--- config.mk ---
export PLATFORM = sky130hd
export DESIGN_NAME = lsusb_rx
export DESIGN_NICKNAME = d
export VERILOG_FILES = /design/src/rtl/lsusb_rx.sv
export SDC_FILE = /design/constraint.sdc
export NUM_CORES = 1
export LEC_CHECK = 0
export ABC_AREA = 1
export CAP_MARGIN = 20
export CORE_MARGIN = 3
export CORE_UTILIZATION = 55
export CTS_CLUSTER_DIAMETER = 60
export DETAILED_ROUTE_END_ITERATION = 7
export PLACE_DENSITY = 0.75
export SKIP_LAST_GASP = 1
export SYNTH_ARGS = -nofsm -noshare
export SYNTH_HDL_FRONTEND = slang
export SYNTH_SLANG_ARGS = --single-unit
export TNS_END_PERCENT = 100
--- constraint.sdc ---
create_clock -name clk -period 5.33 [get_ports clk]
set_input_delay 1.066 -clock clk [delete_from_list [all_inputs] [get_ports clk]]
set_output_delay 1.066 -clock clk [all_outputs]
set_load 0.01 [all_outputs]
--- src/rtl/lsusb_rx.sv ---
`timescale 1ns/1ps
module lsusb_rx #(
  parameter int OVS       = 8,
  parameter int MAX_BYTES = 11
) (
  input  logic                           clk,
  input  logic                           rst_n,
  input  logic                           dp_i,
  input  logic                           dm_i,
  output logic [7:0]                     rx_byte,
  output logic                           rx_valid,
  output logic                           rx_last,
  output logic                           pkt_done,
  output logic [$clog2(MAX_BYTES+1)-1:0] pkt_len,
  output logic                           pkt_handshake,
  output logic                           pkt_overflow,
  output logic                           pkt_stuff_err
);

  localparam int LEN_W = $clog2(MAX_BYTES+1);
  localparam int PH_W  = $clog2(OVS);
  localparam logic [PH_W-1:0]  HALF    = PH_W'(OVS/2);
  localparam logic [PH_W-1:0]  PH_LAST = PH_W'(OVS-1);
  localparam logic [LEN_W-1:0] CAP     = LEN_W'(MAX_BYTES);

  typedef enum logic [2:0] {S_WAITJ, S_HUNT, S_SYNC, S_DATA, S_FLUSH, S_DRAIN} st_t;

  st_t              state;
  logic [1:0]       dp_ff, dm_ff;
  logic             dm_q;
  logic [PH_W-1:0]  ph;
  logic             first;
  logic             prev_lvl;
  logic [2:0]       ones;
  logic [2:0]       bitpos;
  logic [7:0]       sh;
  logic [7:0]       h0, h1;
  logic [LEN_W-1:0] cnt;

  wire dp_s     = dp_ff[1];
  wire dm_s     = dm_ff[1];
  wire trans    = dm_s ^ dm_q;
  wire line_j   = dm_s & ~dp_s;
  wire line_k   = ~dm_s & dp_s;
  wire line_se0 = ~dm_s & ~dp_s;

  wire [PH_W-1:0] ph_cur = trans ? '0 : ph;
  wire centre     = (ph_cur == HALF);
  wire nrzi_one   = (dm_s == prev_lvl);
  wire stuff_slot = (ones == 3'd6);
  wire eop_hit    = line_se0 && (bitpos != 3'd0);
  wire [7:0] byte_next = {nrzi_one, sh[7:1]};

  always_ff @(posedge clk or negedge rst_n) begin
    if (!rst_n) begin
      dp_ff <= 2'b00;
      dm_ff <= 2'b11;
      dm_q  <= 1'b1;
      ph    <= '0;
    end else begin
      dp_ff <= {dp_ff[0], dp_i};
      dm_ff <= {dm_ff[0], dm_i};
      dm_q  <= dm_s;
      ph    <= (ph_cur == PH_LAST) ? '0 : ph_cur + 1'b1;
    end
  end

  always_ff @(posedge clk or negedge rst_n) begin
    if (!rst_n) begin
      state         <= S_WAITJ;
      first         <= 1'b0;
      prev_lvl      <= 1'b0;
      ones          <= '0;
      bitpos        <= '0;
      sh            <= '0;
      h0            <= '0;
      h1            <= '0;
      cnt           <= '0;
      rx_byte       <= '0;
      rx_valid      <= 1'b0;
      rx_last       <= 1'b0;
      pkt_done      <= 1'b0;
      pkt_len       <= '0;
      pkt_handshake <= 1'b0;
      pkt_overflow  <= 1'b0;
      pkt_stuff_err <= 1'b0;
    end else begin
      rx_valid      <= 1'b0;
      rx_last       <= 1'b0;
      pkt_done      <= 1'b0;
      pkt_handshake <= 1'b0;
      pkt_overflow  <= 1'b0;
      pkt_stuff_err <= 1'b0;
      case (state)
        S_WAITJ: if (line_j) state <= S_HUNT;
        S_HUNT: begin
          if (trans && line_k) begin
            state <= S_SYNC;
            first <= 1'b1;
          end
        end
        S_SYNC: begin
          if (line_se0) begin
            state <= S_WAITJ;
          end else if (centre) begin
            if (!line_k) begin
              state <= S_HUNT;
            end else if (first) begin
              first <= 1'b0;
            end else begin
              state    <= S_DATA;
              prev_lvl <= 1'b0;
              ones     <= 3'd1;
              bitpos   <= '0;
              cnt      <= '0;
            end
          end
        end
        S_DATA: begin
          if (centre) begin
            if (eop_hit) begin
              if (cnt > LEN_W'(2)) begin
                rx_byte  <= h0;
                rx_valid <= 1'b1;
                state    <= S_FLUSH;
              end else begin
                pkt_done      <= 1'b1;
                pkt_handshake <= 1'b1;
                pkt_len       <= cnt;
                state         <= S_WAITJ;
              end
            end else begin
              prev_lvl <= dm_s;
              if (stuff_slot) begin
                if (nrzi_one) begin
                  pkt_done      <= 1'b1;
                  pkt_stuff_err <= 1'b1;
                  pkt_len       <= cnt;
                  state         <= S_DRAIN;
                end else begin
                  ones <= '0;
                end
              end else begin
                ones   <= nrzi_one ? ones + 3'd1 : 3'd0;
                sh     <= byte_next;
                bitpos <= bitpos + 3'd1;
                if (bitpos == 3'd7) begin
                  if (cnt == CAP) begin
                    pkt_done     <= 1'b1;
                    pkt_overflow <= 1'b1;
                    pkt_len      <= cnt;
                    state        <= S_DRAIN;
                  end else begin
                    cnt <= cnt + LEN_W'(1);
                    if (cnt == '0) begin
                      h0 <= byte_next;
                    end else if (cnt == LEN_W'(1)) begin
                      h1 <= byte_next;
                    end else begin
                      rx_byte  <= h0;
                      rx_valid <= 1'b1;
                      h0       <= h1;
                      h1       <= byte_next;
                    end
                  end
                end
              end
            end
          end
        end
        S_FLUSH: begin
          rx_byte  <= h1;
          rx_valid <= 1'b1;
          rx_last  <= 1'b1;
          pkt_done <= 1'b1;
          pkt_len  <= cnt;
          state    <= S_WAITJ;
        end
        S_DRAIN: if (line_se0) state <= S_WAITJ;
        default: state <= S_WAITJ;
      endcase
    end
  end

  p_last_has_done_r7: assert property (@(posedge clk) disable iff (!rst_n)
    rx_last |-> (rx_valid && pkt_done));
  p_single_done_r7: assert property (@(posedge clk) disable iff (!rst_n)
    pkt_done |=> !pkt_done);
  p_hs_no_byte_r8: assert property (@(posedge clk) disable iff (!rst_n)
    pkt_handshake |-> (pkt_done && !rx_valid));
  p_len_cap_r9: assert property (@(posedge clk) disable iff (!rst_n)
    pkt_done |-> (pkt_len <= CAP));
  p_ovf_no_last_r9: assert property (@(posedge clk) disable iff (!rst_n)
    pkt_overflow |-> !rx_last);
  p_one_flag_r5: assert property (@(posedge clk) disable iff (!rst_n)
    pkt_done |-> ($countones({pkt_handshake, pkt_overflow, pkt_stuff_err}) <= 1));
  p_drain_quiet_r5: assert property (@(posedge clk) disable iff (!rst_n)
    (state == S_DRAIN) |-> !rx_valid);

endmodule

### Word level (Yosys, flattened, before mapping)

Index checks and enable logic that the tools add are counted.

| operators by class | value |
|---|---|
| add/subtract/negate cells | 4 |
| $lt $le $gt $ge | 1 |
| equality and inequality tests | 38 |
| mux-type cells | 105 |
| bitwise gates (word level) | 10 |
| reductions and logical operators | 19 |

Operator list:

| cell | number |
|---|---|
| 2-to-1 mux 3 bit | 32 |
| 2-to-1 mux 8 bit | 10 |
| 2-to-1 mux 4 bit | 16 |
| 2-to-1 mux 1 bit | 37 |
| != test 3 bit, second input constant | 9 |
| != test 2 bit, second input constant | 13 |
| AND reduction 8 bit | 3 |
| AND reduction 7 bit | 3 |
| == test 3 bit, second input constant | 6 |
| != test 4 bit, second input constant | 4 |
| case mux 4 bit (2 select lines) | 2 |
| case mux 8 bit (2 select lines) | 1 |
| case mux 3 bit (5 select lines) | 1 |
| case mux 3 bit (2 select lines) | 2 |
| AND reduction 10 bit | 1 |
| adder 3 x 1 -> 3 bit, second input constant | 3 |
| AND reduction 9 bit | 1 |
| case mux 1 bit (2 select lines) | 4 |
| == test 3 x 2 -> 1 bit, second input constant | 2 |
| NOT 1 bit | 6 |
| AND reduction 6 bit | 1 |
| nonzero test 2 bit | 3 |
| AND reduction 5 bit | 1 |
| adder 4 x 1 -> 4 bit, second input constant | 1 |
| 12 further kinds | 15 |

| word-level totals | value |
|---|---|
| register bits | 65 |
| input port bits | 4 |

### Longest topological paths before layout

Gate-level depths: netlist (run 1).

| depth | value |
|---|---|
| word-level depth | 9 |
| gate-level depth with buffers | 13 |

### Least setup slack after synthesis (run 1)

No wires, ideal clock.

| path | value |
|---|---|
| path kind | register to register |
| from | register dm_ff[1] |
| to | register h0[6] |
| library setup time | 0.117 ns |
| arrival | 1.932 ns |
| required time | 5.213 ns |
| path slack | 3.281 ns |
| stages on the path, launching flop included | 13 |
| buffers on the path | 1 |
| cell sequence | dfstp_2 > nand2_1 > and2_2 > nand2_1 > ha_1 > nand4_4 > nor2_4 > inv_2 > nor2_8 > nand2_2 > buf_6 > nand2_1 > o21ai_2 |

| on the way | value |
|---|---|
| longest elaborated chain between the ends | 5 |

RTL lines:

| element | RTL line | text |
|---|---|---|
| start, declared | 29 | `logic [1:0] dp_ff, dm_ff;` |
| start signal, assigned | 62 | `dm_ff <= {dm_ff[0], dm_i};` |
| branches (longest 4 deep; another with 2-to-1 mux 3 bit) | - |  |
| AND reduction 7 bit (no line) * | - |  |
| end signal, assigned | 156 | `h0 <= byte_next;` |
| end, declared | 37 | `logic [7:0] h0, h1;` |

Every way passes the cells marked *.
A chain may end at the register's enable or synchronous reset.

### Worst setup path in the final report (run 1)

| path | value |
|---|---|
| from | register pkt_len[0] |
| to | output pkt_len[0] |

RTL lines:

| element | RTL line | text |
|---|---|---|
| start, declared | 14 | `output logic [$clog2(MAX_BYTES+1)-1:0] pkt_len,` |
| start signal, assigned | 129 | `pkt_len <= cnt;` |
| start signal, assigned | 138 | `pkt_len <= cnt;` |
| start signal, assigned | 151 | `pkt_len <= cnt;` |

No word-level cell between the ends.

==> results of run 1 <==
per-stage QoR:
step / cell area, um^2 / std cells
after floorplan: 3370 / 404
after global placement: 3620 / 491
after detailed placement: 3620 / 491
after CTS: 3810 / 506
after global routing: 3810 / 506
final: 3810 / 506
power groups by stage:
| stage | Combinational [mW] | Clock [mW] | Sequential (mW) |
|---|---|---|---|
| 6_report | 0.410 | 0.414 | 0.585 |
| 5_1_grt | 0.466 | 0.444 | 0.593 |
| 4_1_cts | 0.409 | 0.418 | 0.585 |
| 3_5_place_dp | 0.407 | 0 | 0.594 |
| 3_3_place_gp | 0.402 | 0 | 0.593 |
| 2_1_floorplan | 0.316 | 0 | 0.580 |
layout make-up:
type                       instances  area (um^2)
tap                               72         90.1
timing repair buffer              22          213
clock buffer                      10          138
sequential                        64         1610
clock inverter                     5         56.3
inverter                          47          176
fill                             464         1900
multi-input combinational        286         1530
worst max path at each step:
stage | depth (start not counted) | from | to | slack, ns
6_report | 1 | pkt_len[0] | pkt_len[0] | 3.02
3_3_place_gp | 11 | dm_ff[1] | h0[1] | 3.06
2_1_floorplan | 12 | dm_ff[1] | h0[6] | 3.28
3_5_place_dp | 11 | dm_ff[1] | h0[5] | 3.04
4_1_cts | 1 | pkt_len[0] | pkt_len[0] | 2.99
5_1_grt | 10 | cnt[1] | rx_byte[7] | 2.80
worst reg2reg max path, cell delays in order (launching register included):
cell     delay (ns)
dfstp_2        0.60
nand2_1        0.12
and2_2         0.21
nand2_1        0.08
ha_1           0.19
nand4_4        0.16
nor2_4         0.15
inv_2          0.10
nor2_8         0.11
nand2_2        0.24
nand2_1        0.18
o21ai_2        0.06
metal layers:
metal | up-vias | wire [um] | share of wire (%)
li1 | 1345 | - | -
met5 | - | 0 | 0
met2 | 59 | 2770 | 42
met3 | 10 | 301 | 4.6
met1 | 1212 | 3370 | 51
met4 | 0 | 119 | 1.8
synthesized netlist by cell type:
library cell	instances	area share [%]
nor2_1	26	2.9
o21a_1	8	1.8
o21ai_0	18	2.7
inv_1	44	4.9
and2_2	1	0.22
buf_2	2	0.30
clkbuf_1	2	0.22
xnor2_1	1	0.26
or2_2	2	0.37
o31ai_1	1	0.22
nand4_1	9	1.7
buf_6	3	1.0
ha_1	11	4.1
nand2_4	3	1.0
nand3_2	2	0.59
nand3_1	26	3.9
nor2_4	3	1.0
o211ai_1	1	0.22
nor2_8	1	0.59
nand3_4	2	1.0
dfstp_2	3	2.3
dfrtp_1	61	45
a21oi_1	3	0.45
nand2_1	135	15
o21ai_1	1	0.15
nor3_1	6	0.89
nor4_1	1	0.19
nand4_4	1	0.63
inv_2	3	0.33
nand2_2	8	1.5
o21ai_2	16	4.2
sequential cells by signal, indices dropped and copies added, names as in the netlist:
name and flops:
pkt_overflow 1, rx_last 1, dm_ff 2, rx_byte 8, h1 8, prev_lvl 1
sh 7, ones 3, state 3, first 1, rx_valid 1, ph 3
dp_ff 2, pkt_stuff_err 1, pkt_done 1, pkt_handshake 1, pkt_len 4, dm_q 1
h0 8, bitpos 3, cnt 4
cell families after synthesis:
kind of cell,after synthesis,share of synthesized area [%]
buffers and inverters,54,6.77
XOR/XNOR,1,0.260
flip-flops,64,47.7
AO/OA/AOI/OAI,48,9.67
adder cells (fa/ha/maj),11,4.09
AND/OR/NAND/NOR,226,31.5
cell usage in the layout, fill, tap and decap left out, types with 6 or more instances in the layout:
master           count
clkbuf_8            10
nor3_1               6
nand4_1              9
nand2_1            135
nand3_1             26
o21ai_2             16
nand2_2              8
clkdlybuf4s50_1     20
dfrtp_1             61
o21a_1               8
nor2_1              26
inv_1               44
o21ai_0             18
ha_1                11
==> results.md, run 1 <==
* CTS tree: built
* Met3 usage in global routing at 4.42%
* Layout Nets at 445
* Initial DRC count at 236
* Sequential fraction of the synthesis area at 47.7%
* Synth Instances at 404
* Hold buffer count at CTS at 0
* Net Switching at 0.516 mW
* Global-route wire length before repair at 11400 um
* Hold violation count in the final report at 0
* Setup WS pre-CTS at 3.04 ns
* Die X at 84.2 um
* Clk slew on worst S/H paths at 0.07 ns
* Avg WL per Cell at 13.0 um
* Max incr delay on CP at 0.55 ns
* Total Routed Length at 6560 um
* Mapped Avg Cell Area at 8.33 um^2
* Setup Buffers After CTS at 0
* Die area at 7090 um^2
* RR Endpoint: h0[5]
* Peak Freq at 432 MHz
* GR met1 Demand/Resource at 29.3%
* Hold Crit Start: dp_ff[0]
* I/O Buffers at 21
* Seq pwr share at 41.5%
* GRT Resource Usage Total at 20.1%
* Initial Util at 59.0%
* CP Class: register to output port
* CTS buffer count at 9
* Initial antenna violation count at 0
* Yosys warning total at 0
* Vias in the first global route at 2523
* Worst skew pair latency at 0.34 ns
* Combinational share of power at 29.1%
* TNS Setup at 0 ns
* Post-layout util at 66.8%
* CTS H-Tree Depth at 3
* Crit-path max FO at 2
* Crit path cell chain: clkdlybuf4s50_1
* Hold crit path type: register to register
* Crit path max-delay cell type: clkdlybuf4s50_1
* Sink Count at 64
* Met2 global-route usage at 29.5%
* IO Count at 22
* Hold Worst Slack at 0.360 ns
* RSZ-0062 raised after global routing: no
* CTS root buffer: clkbuf_8
* Crit path time final at 2.31 ns
* First-pass DRT Iterations at 5
* # diodes at 0
* Area growth syn-to-layout at 13.2%
* Post_cts resized at 0
* Mapped Area at 3370 um^2
* Skew final at 0.0102 ns
* Layer with the highest usage: met2
* Crit Reg-Reg Startpoint: dm_ff[1]
* Total chip power at 1.41 mW
* DR vias at 2626
* Sw frac at 36.6%
* Core area at 5710 um^2
* Crit path buf inv count at 1
* Antenna Nets Post-Route at 0
* Slew headroom at 47.8%
* Syn Nets at 419
* DRC Markers at 0
* WHS Path Cells at 0
* Register-to-Register Setup Slack at 3.04 ns
* Startpoint types: register
* Critical Path AT at 1.25 ns
* Max_cap viols at 0
* Largest net degree at the start of global routing at 65
* Clock Power Share at 29.4%
* Gpl congestion at 0.900
* Slew @ Worst Pin at 0.782 ns
* Via density at 5.19
* Final WS setup at 3.02 ns
* Reg2Reg Depth at 11
* Worst VDD drop at 247 uV
* Post-DP HPWL at 4820 um
* Pwr per Cell Area at 370 nW/um^2
* Layout cell share with drive strength beyond 1 at 14.3%
* DIE HEIGHT at 84.2 um
* Buffers from clock root to sink, at most at 2
* Min-Delay Endpoint: dp_ff[1]
* CP Capture Type: output port
* Seq cells post-synth at 64
* Grt ovf at 0
* Setup-failing EPs final at 0
* Core Rows at 27
* Distinct cells, synth at 31
* Final period util at 43.4%
* Max-slew violations at 0
* Crit path max-delay family: buffers and inverters
* Leakage at 1.93 nW
* Status: completed
* Cell-internal power at 0.893 mW
* WP data required at 4.26 ns
(Power assumes the default switching activity.)
==> run 2: changes to the inputs <==
clock period = 2.3 ns   (was 5.33 ns; I/O delays follow)
==> run 2 against run 1 <==
Compared with the run above: combinational power grew 140%; final area grew 5.4%; total power grew 140%; first-iteration DRC count grew 2.5%; final cell count grew 2.0%; non-clock buffer count grew 8; die area is the same; critical path type is now register to register.
==> results.md, run 2 (synthesis gave the netlist of run 1 again) <==
* Final instance area at 4020 um^2
* Instance count on the critical path at 14
* Crit path max-delay cell type: dfstp_2
* Met2 WL at 3320 um
* DR vias at 2727
* Setup-failing EPs final at 0
* DIE HEIGHT at 84.2 um
* Pwr per Cell Area at 853 nW/um^2
* Final WS setup at 0.0798 ns
* Top flop regs: h0 x8, h1 x8, rx_byte x8
* Most frequent cells in the layout: nand2_1 (127), dfrtp_1 (61), inv_1 (44)
* First-pass DRT Iterations at 5
* Crit path buf inv count at 4
* GRT Resource Usage Total at 20.8%
* Global-route wire length before repair at 11800 um
* Post-DP HPWL at 4940 um
* Largest net degree at the start of global routing at 41
* Hold crit path type: input pin to async pin
* Startpoint types: register
* Die X at 84.2 um
* IO Count at 22
* Layout cell share with drive strength beyond 1 at 18.2%
* Skew final at 0.00606 ns
* I/O Buffers at 21
* Avg WL per Cell at 13.8 um
* Area growth syn-to-layout at 19.4%
* TNS Setup at 0 ns
* Met1 wire length at 3350 um
* Slew @ Worst Pin at 0.695 ns
* Total Routed Length at 7100 um
* Hold violation count in the final report at 0
* Critical Path AT at 2.45 ns
* Vias in the first global route at 2598
* Setup WS pre-CTS at 0.0279 ns
* Via density at 5.28
* Reg2Reg Depth at 14
* Crit-path max FO at 8
* CP Class: register to register
* Filler cell count at 440
* Max_cap viols at 0
* RR Endpoint: h0[6]
* Layout Nets at 454
* CP Capture Type: register
* Hold Worst Slack at 0.111 ns
* Worst skew pair latency at 0.34 ns
* Register-to-Register Setup Slack at 0.08 ns
* Placed inst area at 3640 um^2
* # diodes at 0
* Most common cell after layout, fill and taps aside: nand2_1
* Initial antenna violation count at 0
* Total chip power at 3.43 mW
* Final period util at 96.5%
* Initial DRC count at 242
* Buffers from clock root to sink, at most at 2
* Status: completed
* Max-slew violations at 0
* Leakage at 1.99 nW
* Slew headroom at 53.3%
* Sink Count at 64
* Crit Reg-Reg Startpoint: dm_ff[1]
* CTS tree: built
* CTS buffer count at 9
* Peak Freq at 450 MHz
* DR top layer: met4
* Gpl congestion at 0.952
* Clk slew on worst S/H paths at 0.07 ns
* CTS root buffer: clkbuf_8
* Crit path time final at 2.22 ns
* Max incr delay on CP at 0.40 ns
* WP data required at 2.53 ns
* Die area at 7090 um^2
* DRC Markers at 0
* Initial Util at 59.0%
* Crit path max-delay family: simple AND/OR/NAND/NOR gates
* Crit path cell chain: buf_4 > inv_2 > nand2_4 > and2_2 > nand2_1 > ha_2 > nand4_4 > nor2_4 > inv_4 > nor2_8 > buf_12 > nand2_8 > nand2_2 > o21ai_2
* CTS H-Tree Depth at 3
* Met3 wire len at 316 um
* Antenna Nets Post-Route at 0
* Worst VDD drop at 499 uV
* Core area at 5710 um^2
* Core Rows at 27
* Hold buffer count at CTS at 0
* Grt ovf at 0
## run 2: how the worst max path moves through the flow
stage / start / slack, ns / to
2_1_floorplan: dm_ff[1] / 0.25 / h0[6]
3_3_place_gp: dm_ff[1] / 0.13 / h0[1]
3_5_place_dp: dm_ff[1] / 0.03 / h1[3]
4_1_cts: dm_ff[1] / 0.01 / h1[3]
5_1_grt: dm_ff[1] / -0.03 / h0[6]
6_report: dm_ff[1] / 0.08 / h0[6]
## run 2: power by group
part | switching (mW) | total, mW | internal (mW)
clock network | 0.430 | 1.07 | 0.638
registers | 0.120 | 1.36 | 1.24
logic | 0.672 | 0.997 | 0.325
## run 2: final cells by class
| class | count | area (um^2) | area share [%] |
|---|---|---|---|
| well taps | 72 | 90.1 | 2.24 |
| repair buffers | 30 | 314 | 7.82 |
| flip-flops and latches | 64 | 1610 | 40.0 |
| inverters | 47 | 179 | 4.45 |
| clock buffers | 11 | 141 | 3.52 |
| clock inverters | 5 | 80.1 | 1.99 |
| multi-input cells | 287 | 1610 | 40.0 |
## run 2: repair_timing
item	in CTS	in global routing
endpoints found under the setup margin	0	30
buffers inserted	0	6
hold endpoints to repair	0	0
gates resized for setup	0	17
## run 2: worst register-to-register path, stage by stage, from the launching register on
cell,delay [ns]
dfstp_2,0.40
buf_4,0.14
inv_2,0.08
nand2_4,0.07
and2_2,0.22
nand2_1,0.09
ha_2,0.20
nand4_4,0.12
nor2_4,0.17
inv_4,0.08
nor2_8,0.18
buf_12,0.13
nand2_8,0.07
nand2_2,0.11
o21ai_2,0.06
## run 2: through the flow
stage,cells,utilization (%)
floorplan,404,-
global placement,493,63.8
detailed placement,493,63.8
CTS,509,67.7
global route,516,70.4
finish,516,70.4
## run 2: per-layer routing
layer	vias up	GRT usage (%)
li1	1363	-
met1	1289	28.2
met2	63	31.9
met3	12	4.22
met4	0	10.1
met5	-	0
